## src/rtl/amx_pkg.sv

```systemverilog
package amx_pkg;

   typedef enum logic [1:0] {
      PH_IDLE = 2'd0,
      PH_MARK = 2'd1,
      PH_PICK = 2'd2,
      PH_EMIT = 2'd3
   } amx_phase_e;

   // Linear slot of unordered pair (lo, hi), lo < hi, among n elements.
   function automatic int pair_slot(input int lo, input int hi, input int n);
      return lo * n - (lo * (lo + 1)) / 2 + (hi - lo - 1);
   endfunction

endpackage

```

## src/rtl/amx_pair_cmp.sv

```systemverilog
module amx_pair_cmp #(
   parameter int W = 8
) (
   input  logic [W-1:0] key_lo,
   input  logic [W-1:0] key_hi,
   output logic         lo_beaten
);
   // Lower-index key loses on equality.
   assign lo_beaten = (key_lo <= key_hi);
endmodule

```

## src/rtl/amx_pair_grid.sv

```systemverilog
module amx_pair_grid
   import amx_pkg::*;
#(
   parameter int N = 8,
   parameter int W = 8
) (
   input  logic [N*W-1:0] keys,
   output logic [N-1:0]   beaten
);
   localparam int NP = (N * (N - 1)) / 2;

   logic [NP-1:0] lo_lost;

   for (genvar gi = 0; gi < N; gi++) begin : g_row
      for (genvar gj = gi + 1; gj < N; gj++) begin : g_col
         localparam int SLOT = pair_slot(gi, gj, N);
         amx_pair_cmp #(.W(W)) u_cmp (
            .key_lo   (keys[gi*W +: W]),
            .key_hi   (keys[gj*W +: W]),
            .lo_beaten(lo_lost[SLOT])
         );
      end
   end

   // Many pairs may mark the same element; all write 1, so the result is an OR.
   always_comb begin
      beaten = '0;
      for (int i = 0; i < N; i++) begin
         for (int j = i + 1; j < N; j++) begin
            if (lo_lost[pair_slot(i, j, N)]) beaten[i] = 1'b1;
            else                             beaten[j] = 1'b1;
         end
      end
   end
endmodule

```

## src/rtl/amx_onehot_enc.sv

```systemverilog
module amx_onehot_enc #(
   parameter int N  = 8,
   parameter int W  = 8,
   parameter int IW = $clog2(N)
) (
   input  logic [N-1:0]   onehot,
   input  logic [N*W-1:0] keys,
   output logic [IW-1:0]  idx,
   output logic [W-1:0]   key
);
   always_comb begin
      idx = '0;
      key = '0;
      for (int k = 0; k < N; k++) begin
         if (onehot[k]) idx = idx | IW'(k);
         key = key | (keys[k*W +: W] & {W{onehot[k]}});
      end
   end
endmodule

```

## src/rtl/amx_top.sv

```systemverilog
module amx_top
   import amx_pkg::*;
#(
   parameter int N  = 8,
   parameter int W  = 8,
   parameter int IW = $clog2(N)
) (
   input  logic           clk,
   input  logic           rst_n,
   input  logic           start,
   input  logic [N*W-1:0] keys_in,
   output logic           valid,
   output logic [W-1:0]   max_key,
   output logic [IW-1:0]  max_idx
);
   // elaboration-time parameter checks
   if (N < 3) begin : g_bad_n
      $error("amx_top: N must be at least 3");
   end
   if (W < 1) begin : g_bad_w
      $error("amx_top: W must be at least 1");
   end

   amx_phase_e     phase;
   logic [N*W-1:0] key_q;
   logic [N-1:0]   beaten_d, beaten_q;
   logic [N-1:0]   win_q;
   logic [IW-1:0]  enc_idx;
   logic [W-1:0]   enc_key;

   amx_pair_grid #(.N(N), .W(W)) u_grid (
      .keys  (key_q),
      .beaten(beaten_d)
   );

   amx_onehot_enc #(.N(N), .W(W), .IW(IW)) u_enc (
      .onehot(win_q),
      .keys  (key_q),
      .idx   (enc_idx),
      .key   (enc_key)
   );

   always_ff @(posedge clk or negedge rst_n) begin
      if (!rst_n) begin
         phase    <= PH_IDLE;
         key_q    <= '0;
         beaten_q <= '0;
         win_q    <= '0;
         valid    <= 1'b0;
         max_key  <= '0;
         max_idx  <= '0;
      end else begin
         valid <= 1'b0;
         unique case (phase)
            PH_IDLE: if (start) begin
               key_q <= keys_in;
               phase <= PH_MARK;
            end
            PH_MARK: begin
               beaten_q <= beaten_d;
               phase    <= PH_PICK;
            end
            PH_PICK: begin
               win_q <= ~beaten_q;
               phase <= PH_EMIT;
            end
            PH_EMIT: begin
               max_key <= enc_key;
               max_idx <= enc_idx;
               valid   <= 1'b1;
               phase   <= PH_IDLE;
            end
            default: phase <= PH_IDLE;
         endcase
      end
   end

   // exactly one element survives marking
   a_r8_one_clear: assert property (@(posedge clk) disable iff (!rst_n)
      (phase == PH_PICK) |-> ($countones(~beaten_q) == 1));

   // emit phase is followed by the strobe, which lasts one cycle
   a_r5_emit_valid: assert property (@(posedge clk) disable iff (!rst_n)
      (phase == PH_EMIT) |=> valid);
   a_r5_single_pulse: assert property (@(posedge clk) disable iff (!rst_n)
      valid |=> !valid);

   // latched keys do not move while a search is running
   a_r6_keys_frozen: assert property (@(posedge clk) disable iff (!rst_n)
      (phase != PH_IDLE) |=> $stable(key_q));

   // result holds between strobes
   a_r7_hold: assert property (@(posedge clk) disable iff (!rst_n)
      (!valid && $past(!valid)) |-> ($stable(max_key) && $stable(max_idx)));

   for (genvar k = 0; k < N; k++) begin : g_chk
      // no latched key exceeds the reported maximum
      a_r2_not_below: assert property (@(posedge clk) disable iff (!rst_n)
         valid |-> (max_key >= key_q[k*W +: W]));
      // a tied key never sits above the reported index
      a_r4_tie_high: assert property (@(posedge clk) disable iff (!rst_n)
         (valid && (key_q[k*W +: W] == max_key)) |-> (int'(max_idx) >= k));
   end
endmodule

```

## config.mk

```make
export PLATFORM = sky130hd
export DESIGN_NAME = amx_top
export DESIGN_NICKNAME = d
export VERILOG_FILES = /design/src/rtl/amx_pkg.sv /design/src/rtl/amx_pair_cmp.sv /design/src/rtl/amx_pair_grid.sv /design/src/rtl/amx_onehot_enc.sv /design/src/rtl/amx_top.sv
export SDC_FILE = /design/constraint.sdc
export NUM_CORES = 1
export LEC_CHECK = 0
export BUFFER_PORTS_ARGS = -buffer_cell sky130_fd_sc_hd__buf_2
export CORE_MARGIN = 4
export CORE_UTILIZATION = 55
export DETAILED_ROUTE_END_ITERATION = 8
export PLACE_DENSITY = 0.74
export RECOVER_POWER = 50
export SYNTH_ARGS = -nofsm -noshare
export SYNTH_HDL_FRONTEND = slang
export SYNTH_HIERARCHICAL = 1
export SYNTH_SLANG_ARGS = --single-unit
```

## constraint.sdc

```tcl
create_clock -name clk -period 4.8 [get_ports clk]
set_input_delay 0.96 -clock clk [delete_from_list [all_inputs] [get_ports clk]]
set_output_delay 0.96 -clock clk [all_outputs]
set_load 0.01 [all_outputs]
```

==> results.md, run 1 <==
* Fin Clk Skew at ~0.007 ns
* Violated checks: capacitance limit, slew limit
* Fillcell total at ~1500
* Max Fclk at between 300 and 400 MHz
* Clock transition at the registers of the reported paths at around 0.07 ns
* CP max-delay cell: clkbuf_2
* CTS tree: done
* Clock buffer count from CTS at 9
* Syn_nets at about 1300
* # resized after CTS at 0
* Area delta synth->final at 9.045%
* Root Buffer: clkbuf_16
* Initial antenna violation count at 0
* # setup viols final at 0
* Syn Inst Count at 1043
* Most frequent cells in the layout: 234 x inv_1, 229 x ha_1, 113 x a21oi_1
* CP required at approximately 5.1 ns
* Final ANT Viol Nets at 0
* RSZ-0062 raised after global routing: false
* Final TNS setup at 0 ns
* Kind of critical path: input pin to asynchronous set/reset pin
* H-tree levels at 3
* Hold path startpoint: beaten_q[7]
* Share of cells above drive strength 1 at 18.73%
* Min-delay worst type: flop to flop
* Max Transition Viols Final at 74
* IO Port Bufs at between 70 and 80
* Endpoints failing hold at 0
* Arrival @ worst endpoint at around 3.3 ns
* Sequential share of the synthesized area at between 20% and 30%
* I/O pins at slightly below 80
* Post-CTS Setup Inserts at 0
* Remaining Overflow, GRT at 0
* Flop-to-flop setup slack at between 2 and 2.5 ns
* Yosys warns at 6
* Drt first pass iters at 8
* Reg2Reg Launch Point: key_q[41]
* Worst Setup SP: rst_n
* Yosys cell types at 32
* Synthesis-stage register bit count at between 90 and 100
* Iter 0 DRT Violations at just over 800
* # hold bufs at CTS at 0
* Buf/Inv on CP at 2
* Core area at ~17000 um2
* Post-detail-place hpwl at slightly below 20 mm
* Final wirelength at 27.64 mm
* Worst Setup Start Kind: input pin
* Slew margin rel. at -26.89%
* Yosys top cell area share at 29.72%
* DRC at 0
* Row Count at between 40 and 50
* Top cells by area, synth: ha_1 30%, dfrtp_1 24%, mux2_2 9.2%
* Commonest non-fill, non-tap cell in the layout: inv_1
* Crit path max-delay family: buffers and inverters
* First-pass GRT wire length at 42.98 mm
* CTS max path bufs at 2
* Worst-path fanout max at 73
* Layout Nets at 1412
* Die X-Extent at ~140 um
* Slew at the pin closest to its max-slew limit at 1.903 ns
* Mean Syn Cell Area at 9.244 um2
* Latest clock arrival within the worst-skew pair at between 0.3 and 0.4 ns
* DR WL/cell at approximately 20 um
* Vias in the first global route at 8037
* Period utilization at between 60 and 70%
* Critical path cell sequence: clkbuf_2 > clkbuf_1
* Clock sinks at 94
* Critical path's largest stage delay at between 1 and 1.5 ns
* Syn Std Cell Area at around 9600 um2
* Capture point of the worst reg-to-reg path: beaten_q[2]
* Routed vias at slightly above 8000
* Min Tclk post-route at 3.036 ns
* Placer Congestion at just over 1
* Die Y at 140.4 um
* ANT cells at 0
* Worst Hold End: win_q[7]
* Hold path depth at 1
* FF-to-FF path depth at 9
* Crit end category: asynchronous set/reset pin
* Max-cap violations at 1
* Starting Density at roughly 56%
* Total track usage at 28.01%
* Vias per inst at between 6 and 7
* Outcome: complete, but fails checks
* Largest net degree at the start of global routing at 74
* Die Footprint at between 15000 and 20000 um2
* Area leader, netlist: ha_1
[metrics by stage]
step | area [um2] | hold slack [ns] | util (%) | cells | setup WS [ns]
after floorplan | 9642 | 0.4219 | - | 1043 | 2.705
after global placement | 10170 | 0.4307 | 58.99 | 1330 | 2.293
after detailed placement | 10170 | 0.4345 | 58.99 | 1330 | 2.280
after CTS | 10520 | 0.4442 | 61.06 | 1346 | 2.280
after global routing | 10510 | 0.4511 | 61.00 | 1346 | 1.242
final | 10510 | 0.4424 | 61.00 | 1346 | 1.764
[sequential cells by signal (all words and copies together) (netlist names)]
register,cells
key_q,64
valid,1
win_q,8
max_idx,3
phase,2
max_key,8
beaten_q,8
[worst max-delay path by stage]
stage / slack, ns / depth (start not counted) / end
floorplan: 2.70 / 9 / beaten_q[3]
global placement: 2.29 / 9 / beaten_q[2]
detailed placement: 2.28 / 9 / beaten_q[5]
CTS: 2.28 / 9 / beaten_q[3]
global route: 1.24 / 2 / key_q[11]
finish: 1.76 / 2 / key_q[15]
[routing by layer]
layer | global-route usage (%) | share of wire (%) | up-vias
met5 | 0 | 0 | -
met4 | 12.70 | 4.4 | 0
met3 | 5.804 | 8.8 | 103
met2 | 44.61 | 46 | 410
met1 | 36.66 | 41 | 3902
li1 | - | - | 3851
[synth_stat cells]
| master | number |
|---|---|
| dfrtp_1 | 94 |
| nor3_1 | 3 |
| nor4b_1 | 1 |
| buf_6 | 3 |
| and4b_1 | 2 |
| o211ai_2 | 28 |
| mux2_2 | 79 |
| nor4_1 | 1 |
| nand2_4 | 1 |
| ha_1 | 229 |
| inv_1 | 234 |
| or4_4 | 3 |
| mux2i_1 | 8 |
| nor2_1 | 4 |
| nand3_1 | 1 |
| a21oi_1 | 113 |
| clkbuf_8 | 6 |
| buf_2 | 4 |
| or2b_1 | 1 |
| nand2_1 | 31 |
| buf_4 | 1 |
| nor2b_1 | 28 |
| nand4_1 | 67 |
| nand4b_1 | 2 |
| o21ai_0 | 28 |
| mux2_4 | 5 |
| clkbuf_1 | 3 |
| a22oi_1 | 32 |
| or3_1 | 1 |
| o22ai_1 | 28 |
| or4_1 | 1 |
| and4_2 | 1 |
[cell families (layout without fill, tap and decap cells)]
family          after synthesis  in the layout  synth area share, %
compound gates              229            229                15.26
mux                          92             92                10.84
fa+ha+maj                   229            229                29.72
flops                        94             94                24.40
simple gates                148            148                9.071
buf+inv                     251            329                10.72
[cell type report]
class                      instances  area [um2]  share of cell area [%]
sequential                        94        2352                   22.37
clock buffer                      10       239.0                   2.273
tap                              225       281.5                   2.678
timing repair buffer              79       394.1                   3.749
inverter                         234       878.3                   8.354
multi-input combinational        698        6252                   59.47
clock inverter                     6       116.4                   1.107
Power of run 1 is not shown: default switching activity piles up to over one toggle a cycle in this logic, so the estimate is an artifact.
==> run 2, diff against run 1 <==
- ABC_AREA: unset -> 1
- clock period: 4.8 -> 3 ns (I/O delays scaled with it)
==> run 2 against run 1 <==
Net effect: the run now ends clean; largest cell class unchanged; area after synthesis up 12%; global-route usage up 1.9 points; count of clock-buffer cells in the layout is the same; final area is 10% higher.
==> results.md, run 2 <==
* Outcome: complete, no violations
* Largest net degree at the start of global routing at 69
* Yosys warns at 6
* Area after DPL at 11310 um2
* ANT cells at 0
* DRC at 0
* Arrival @ worst endpoint at approximately 2.4 ns
* Reg2Reg Launch Point: key_q[41]
* Placer Congestion at 0.9593
* Clock sinks at 94
* Most frequent cells after synthesis: 570 x nand2_1, 347 x inv_1, 229 x ha_1
* Syn_nets at between 1500 and 2000
* Core area at 19020 um2
* Post-detail-place hpwl at around 23 mm
* First-pass GRT wire length at about 50 mm
* IO Port Bufs at between 70 and 80
* CTS max path bufs at 2
* CP max-delay cell: dfrtp_1
* Worst Setup Start Kind: flop
* Post-CTS Setup Inserts at 0
* Most frequent cells in the layout: 570 x nand2_1, 347 x inv_1, 228 x ha_1
* # setup viols final at 0
* Max-cap violations at 0
* Total track usage at between 20% and 30%
* Routed vias at slightly above 10000
* Die X-Extent at between 100 and 150 um
* Global routing usage on met2 at about half
* Die Footprint at 21930 um2
* # hold bufs at CTS at 0
* Max Transition Viols Final at 0
* Clock buffer count from CTS at 9
* FF-to-FF path depth at 15
* Root Buffer: clkbuf_16
* Sequential share of the synthesized area at between 20 and 25%
* Yosys top cell area share at 26.55%
* CP required at 3.21 ns
* RSZ-0062 raised after global routing: false
* Syn Std Cell Area at roughly 11000 um2
* Endpoints failing hold at 0
* Die Y at around 150 um
* Area leader, netlist: ha_1
* Area delta synth->final at 7.442%
* Mean Syn Cell Area at roughly 6.7 um2
* Final wirelength at 32.47 mm
* Count of flip-flops with a built-in enable after synthesis at 0
* Capture point of the worst reg-to-reg path: beaten_q[0]
* Row Count at 50
* Fillcell total at 1855
* Worst-path fanout max at 9
* Starting Density at 56.75%
* DR WL/cell at ~17 um
* Worst Hold End: win_q[7]
* Layout Nets at 1965
* Initial antenna violation count at 0
* Slew at the pin closest to its max-slew limit at between 1 and 1.5 ns
* CTS tree: done
* Final ANT Viol Nets at 0
* Yosys cell types at 19
* Met1 Use GR at between 30% and 40%
* Grt peak-use layer: met2
* Vias per inst at ~5.3
* Slew margin rel. at 13.78%
* Iter 0 DRT Violations at approximately 800
* Worst path most repeated cell: nand2_1
* Synthesis-stage register bit count at 94
* Count leader, synth: nand2_1
* Area of the multi-input gates at ~7000 um2
* Top cells by area, synth: ha_1 27%, dfrtp_1 22%, nand2_1 20%
* Fin Clk Skew at around 0.0055 ns
* Share of cells above drive strength 1 at between 10 and 15%
* Drt first pass iters at 6
* Remaining Overflow, GRT at 0
* Critical path cell sequence: inv_1 > ha_1 > nand2_1 > nand2_1 > nand2_1 > nand2_1 > nand2_1 > nand2_1 > nand2_1 > inv_2 > nand2_1 > nor2_1 > nand2_1 > nand2_1 > o21ai_0
* H-tree levels at 3
* Max reg flops at between 60 and 70
* Final TNS setup at 0 ns
* Synth Flop Type: dfrtp_1
* I/O pins at between 70 and 80
* Critical path's largest stage delay at between 0.7 and 0.8 ns
* Reg with most FFs: key_q
* Hold path depth at 1
* Storage cell area at roughly 2400 um2
* Min-delay worst type: flop to flop
* Post-synth ARST share at 100.0%
* Period utilization at ~74%
* Min Tclk post-route at ~2.2 ns
* Clock transition at the registers of the reported paths at approximately 0.070 ns
* Vias in the first global route at approximately 9600
* Syn Inst Count at between 1500 and 2000
* Flop-to-flop setup slack at 0.78 ns
* Met3 Resource Use GR at 4.083%
* # resized after CTS at 0
* Kind of critical path: flop to flop
* Hold path startpoint: beaten_q[7]
* Crit end category: flop
* Latest clock arrival within the worst-skew pair at 0.36 ns
* Max Fclk at roughly 450 MHz
* Commonest non-fill, non-tap cell in the layout: nand2_1
* Final instance area at 11600 um2
[run 2: changes by cell type after synthesis, sizes merged, moves of 20 or more]
cell,before,now
a21o,0,28
a21oi,113,56
a22oi,32,0
buf,8,28
inv,234,351
mux2,84,0
nand2,32,572
nand3,1,71
nand4,67,28
nor2,4,119
nor2b,28,0
o211ai,28,0
o22ai,28,0
[run 2: logic make-up after synthesis]
| logic type | synth area share, % |
|---|---|
| AO/OA/AOI/OAI | 6.735 |
| adder cells (fa/ha/maj) | 26.55 |
| buffers and inverters | 14.56 |
| flip-flops | 21.79 |
| AND/OR/NAND/NOR | 30.36 |
[run 2: per-stage QoR]
stage	worst slack [ns]	std cells	hold slack [ns]	utilization (%)
after floorplan	1.410	1609	0.3044	-
after global placement	0.8709	1918	0.4472	59.49
after detailed placement	0.8516	1918	0.4548	59.49
after CTS	0.8353	1934	0.2901	60.99
after global routing	0.5834	1934	0.4675	60.97
final	0.7839	1934	0.4607	60.97
[run 2: worst max path at each step]
stage / to / cells after the start / start
3_5_place_dp: beaten_q[0] / 15 / key_q[41]
2_1_floorplan: beaten_q[1] / 12 / key_q[13]
4_1_cts: beaten_q[0] / 15 / key_q[41]
5_1_grt: beaten_q[0] / 15 / key_q[41]
3_3_place_gp: beaten_q[0] / 15 / key_q[41]
6_report: beaten_q[0] / 15 / key_q[41]
[run 2: per-layer routing]
| metal | share of wire [%] | vias up |
|---|---|---|
| li1 | - | 5070 |
| met1 | 42 | 4719 |
| met2 | 47 | 425 |
| met3 | 7.3 | 80 |
| met4 | 3.6 | 0 |
| met5 | 0 | - |
[run 2: layout make-up]
class / instances / share of cell area [%]
clock buffer: 10 / 2.061
clock inverter: 6 / 0.3884
multi-input combinational: 1131 / 59.26
tap: 260 / 2.805
sequential: 94 / 20.28
timing repair buffer: 82 / 3.841
inverter: 351 / 11.36
[run 2: critical path: cells and delay by family, from the launching register on]
kind / cells / cell delay, ns
AND/OR/NAND/NOR: 11 / 0.73
adder cells (fa/ha/maj): 1 / 0.32
AO/OA/AOI/OAI: 1 / 0.09
buffers and inverters: 2 / 0.17
flip-flops: 1 / 0.75
Power of run 2 is left out for the same reason.
==> run 3, diff against run 2 <==
- ABC_AREA: 1 -> 0
- PLACE_DENSITY: 0.74 -> 0.77
- clock period: 3 -> 1.9 ns (I/O delays scaled with it)
==> run 3 against run 2 <==
Net effect: the flow now finishes with violations (DRC, setup timing); worst hold slack got worse by 0.22 ns; non-clock buffer count increased by 157; sequential cell count is the same; setup slack lost 1.3 ns; critical path depth fell by 6; die area is 10% lower; register-to-register slack got worse by 1.3 ns.
==> results.md, run 3 (same netlist as run 1, synthesis figures left out) <==
* Vias in the first global route at 9476
* DR WL/cell at between 20 and 25 um
* Remaining Overflow, GRT at 0
* CP max-delay cell: dfrtp_1
* Max reg flops at 64
* Arrival @ worst endpoint at between 2 and 3 ns
* RSZ-0062 raised after global routing: true
* CP required at between 2 and 2.5 ns
* Endpoints failing hold at 0
* Worst Setup Start Kind: flop
* Max Transition Viols Final at 0
* Kind of critical path: flop to flop
* Area delta synth->final at 31.82%
* Flop-to-flop setup slack at -0.50 ns
* Die X-Extent at 140.4 um
* Drt first pass iters at 8
* Die Footprint at slightly below 20000 um2
* Slew at the pin closest to its max-slew limit at approximately 0.78 ns
* Clock transition at the registers of the reported paths at 0.08 ns
* Post-detail-place hpwl at 23.54 mm
* Total track usage at between 30% and 40%
* Final ANT Viol Nets at 0
* Critical path's largest stage delay at around 0.45 ns
* Fillcell total at 1069
* First-pass GRT wire length at roughly 49 mm
* PnR worst setup slack at -0.5003 ns
* Worst-path fanout max at 5
* Layout Nets at ~1600
* Final wirelength at about 34 mm
* Min Tclk post-route at roughly 2.4 ns
* Iter 0 DRT Violations at between 900 and 1000
* Routed vias at 9686
* Critical path cell sequence: buf_4 > ha_1 > nand4_1 > a21oi_2 > o22ai_2 > buf_4 > nor4b_4 > nand2_1 > mux2_2
* # setup viols final at 8
* I/O pins at between 70 and 80
* CTS tree: done
* Latest clock arrival within the worst-skew pair at ~0.36 ns
* Final TNS setup at -3.637 ns
* Final instance area at approximately 13000 um2
* H-tree levels at 3
* Clock sinks at 94
* Fin Clk Skew at between 0.008 and 0.009 ns
* Root Buffer: clkbuf_16
* Crit end category: flop
* Worst hold slack at about 0.24 ns
* Clock buffer count from CTS at 9
* Violated checks: DRC, setup timing
* Placer Congestion at around 1.0
* Die Y at around 140 um
* Share of cells above drive strength 1 at between 40% and 50%
* Starting Density at around 56%
* ANT cells at 0
* Period utilization at 126.3%
* Max-cap violations at 0
* Largest net degree at the start of global routing at 40
* Worst path most repeated cell: buf_4
* IO Port Bufs at between 70 and 80
* Most frequent cells in the layout: 223 x inv_1, 204 x ha_1, 125 x buf_4
* Vias per inst at between 6 and 7
* Max Fclk at between 400 and 500 MHz
* Reg with most FFs: key_q
* Buf/Inv on CP at 2
* Pre-CTS WS at -0.4833 ns
* Commonest non-fill, non-tap cell in the layout: inv_1
* Min-delay worst type: input pin to flop
* Area after DPL at ~11000 um2
* Initial antenna violation count at 0
* Row Count at 48
* CTS max path bufs at 2
* Slew margin rel. at between 40% and 50%
* Outcome: complete, but fails checks
* DRC at 1
* Core area at between 15000 and 20000 um2
* Crit path max-delay family: simple AND/OR/NAND/NOR gates
run 3: cell count changes in the layout (fill, tap and decap cells not counted), sizes merged, moves of 32 or more:
cell   change
a21oi     +57
nand4     +39
a22oi     +32
buf      +153
mux2      +84
nand2    -540
nand3     -70
inv      -117
nor2     -115
run 3: final cells by class:
| type | instances | area (um2) | share of cell area, % |
|---|---|---|---|
| multi-input cells | 698 | 6960 | 54.76 |
| flip-flops and latches | 94 | 2401 | 18.89 |
| repair buffers | 239 | 1864 | 14.67 |
| inverters | 234 | 878.3 | 6.911 |
| well taps | 225 | 281.5 | 2.215 |
| clock buffers | 10 | 229.0 | 1.802 |
| clock inverters | 6 | 95.09 | 0.7482 |
run 3: timing repair:
item,in CTS,in global routing
setup endpoints to repair,8,8
gates resized for setup,102,77
endpoints found under the hold margin,25,0
hold buffers,1,0
pin swaps,28,32
buffers inserted,11,11
gates cloned,0,0
run 3: final timing paths:
path                             startpoint           to  cells past startpoint
max in group asynchronous             rst_n    key_q[62]                      3
worst max register to register    key_q[14]  beaten_q[1]                      9
worst max-delay path              key_q[14]  beaten_q[1]                      9
worst min-delay path            keys_in[16]    key_q[16]                      2
worst min register to register  beaten_q[7]     win_q[7]                      1
min in group asynchronous             rst_n        valid                      2
run 3: per-layer routing:
metal  vias to the layer above  wire, um  track usage (%)
met5                         -         0                0
met4                         0      2101            17.24
li1                       4183         -                -
met1                      4618     12940            39.67
met3                       212      3477            7.136
met2                       673     15770            50.63
run 3: worst register-to-register path, cell delays in order (launching register included):
cell	delay [ns]
dfrtp_1	0.45
buf_4	0.20
ha_1	0.32
nand4_1	0.22
a21oi_2	0.20
o22ai_2	0.12
buf_4	0.17
nor4b_4	0.25
nand2_1	0.09
mux2_2	0.26
run 3: metrics by stage:
step	utilization [%]	cells
4_1_cts	71.28	1497
6_report	73.74	1506
2_1_floorplan	-	1043
5_1_grt	73.74	1506
3_3_place_gp	66.41	1469
3_5_place_dp	66.41	1469
Power of run 3 is left out for the same reason.
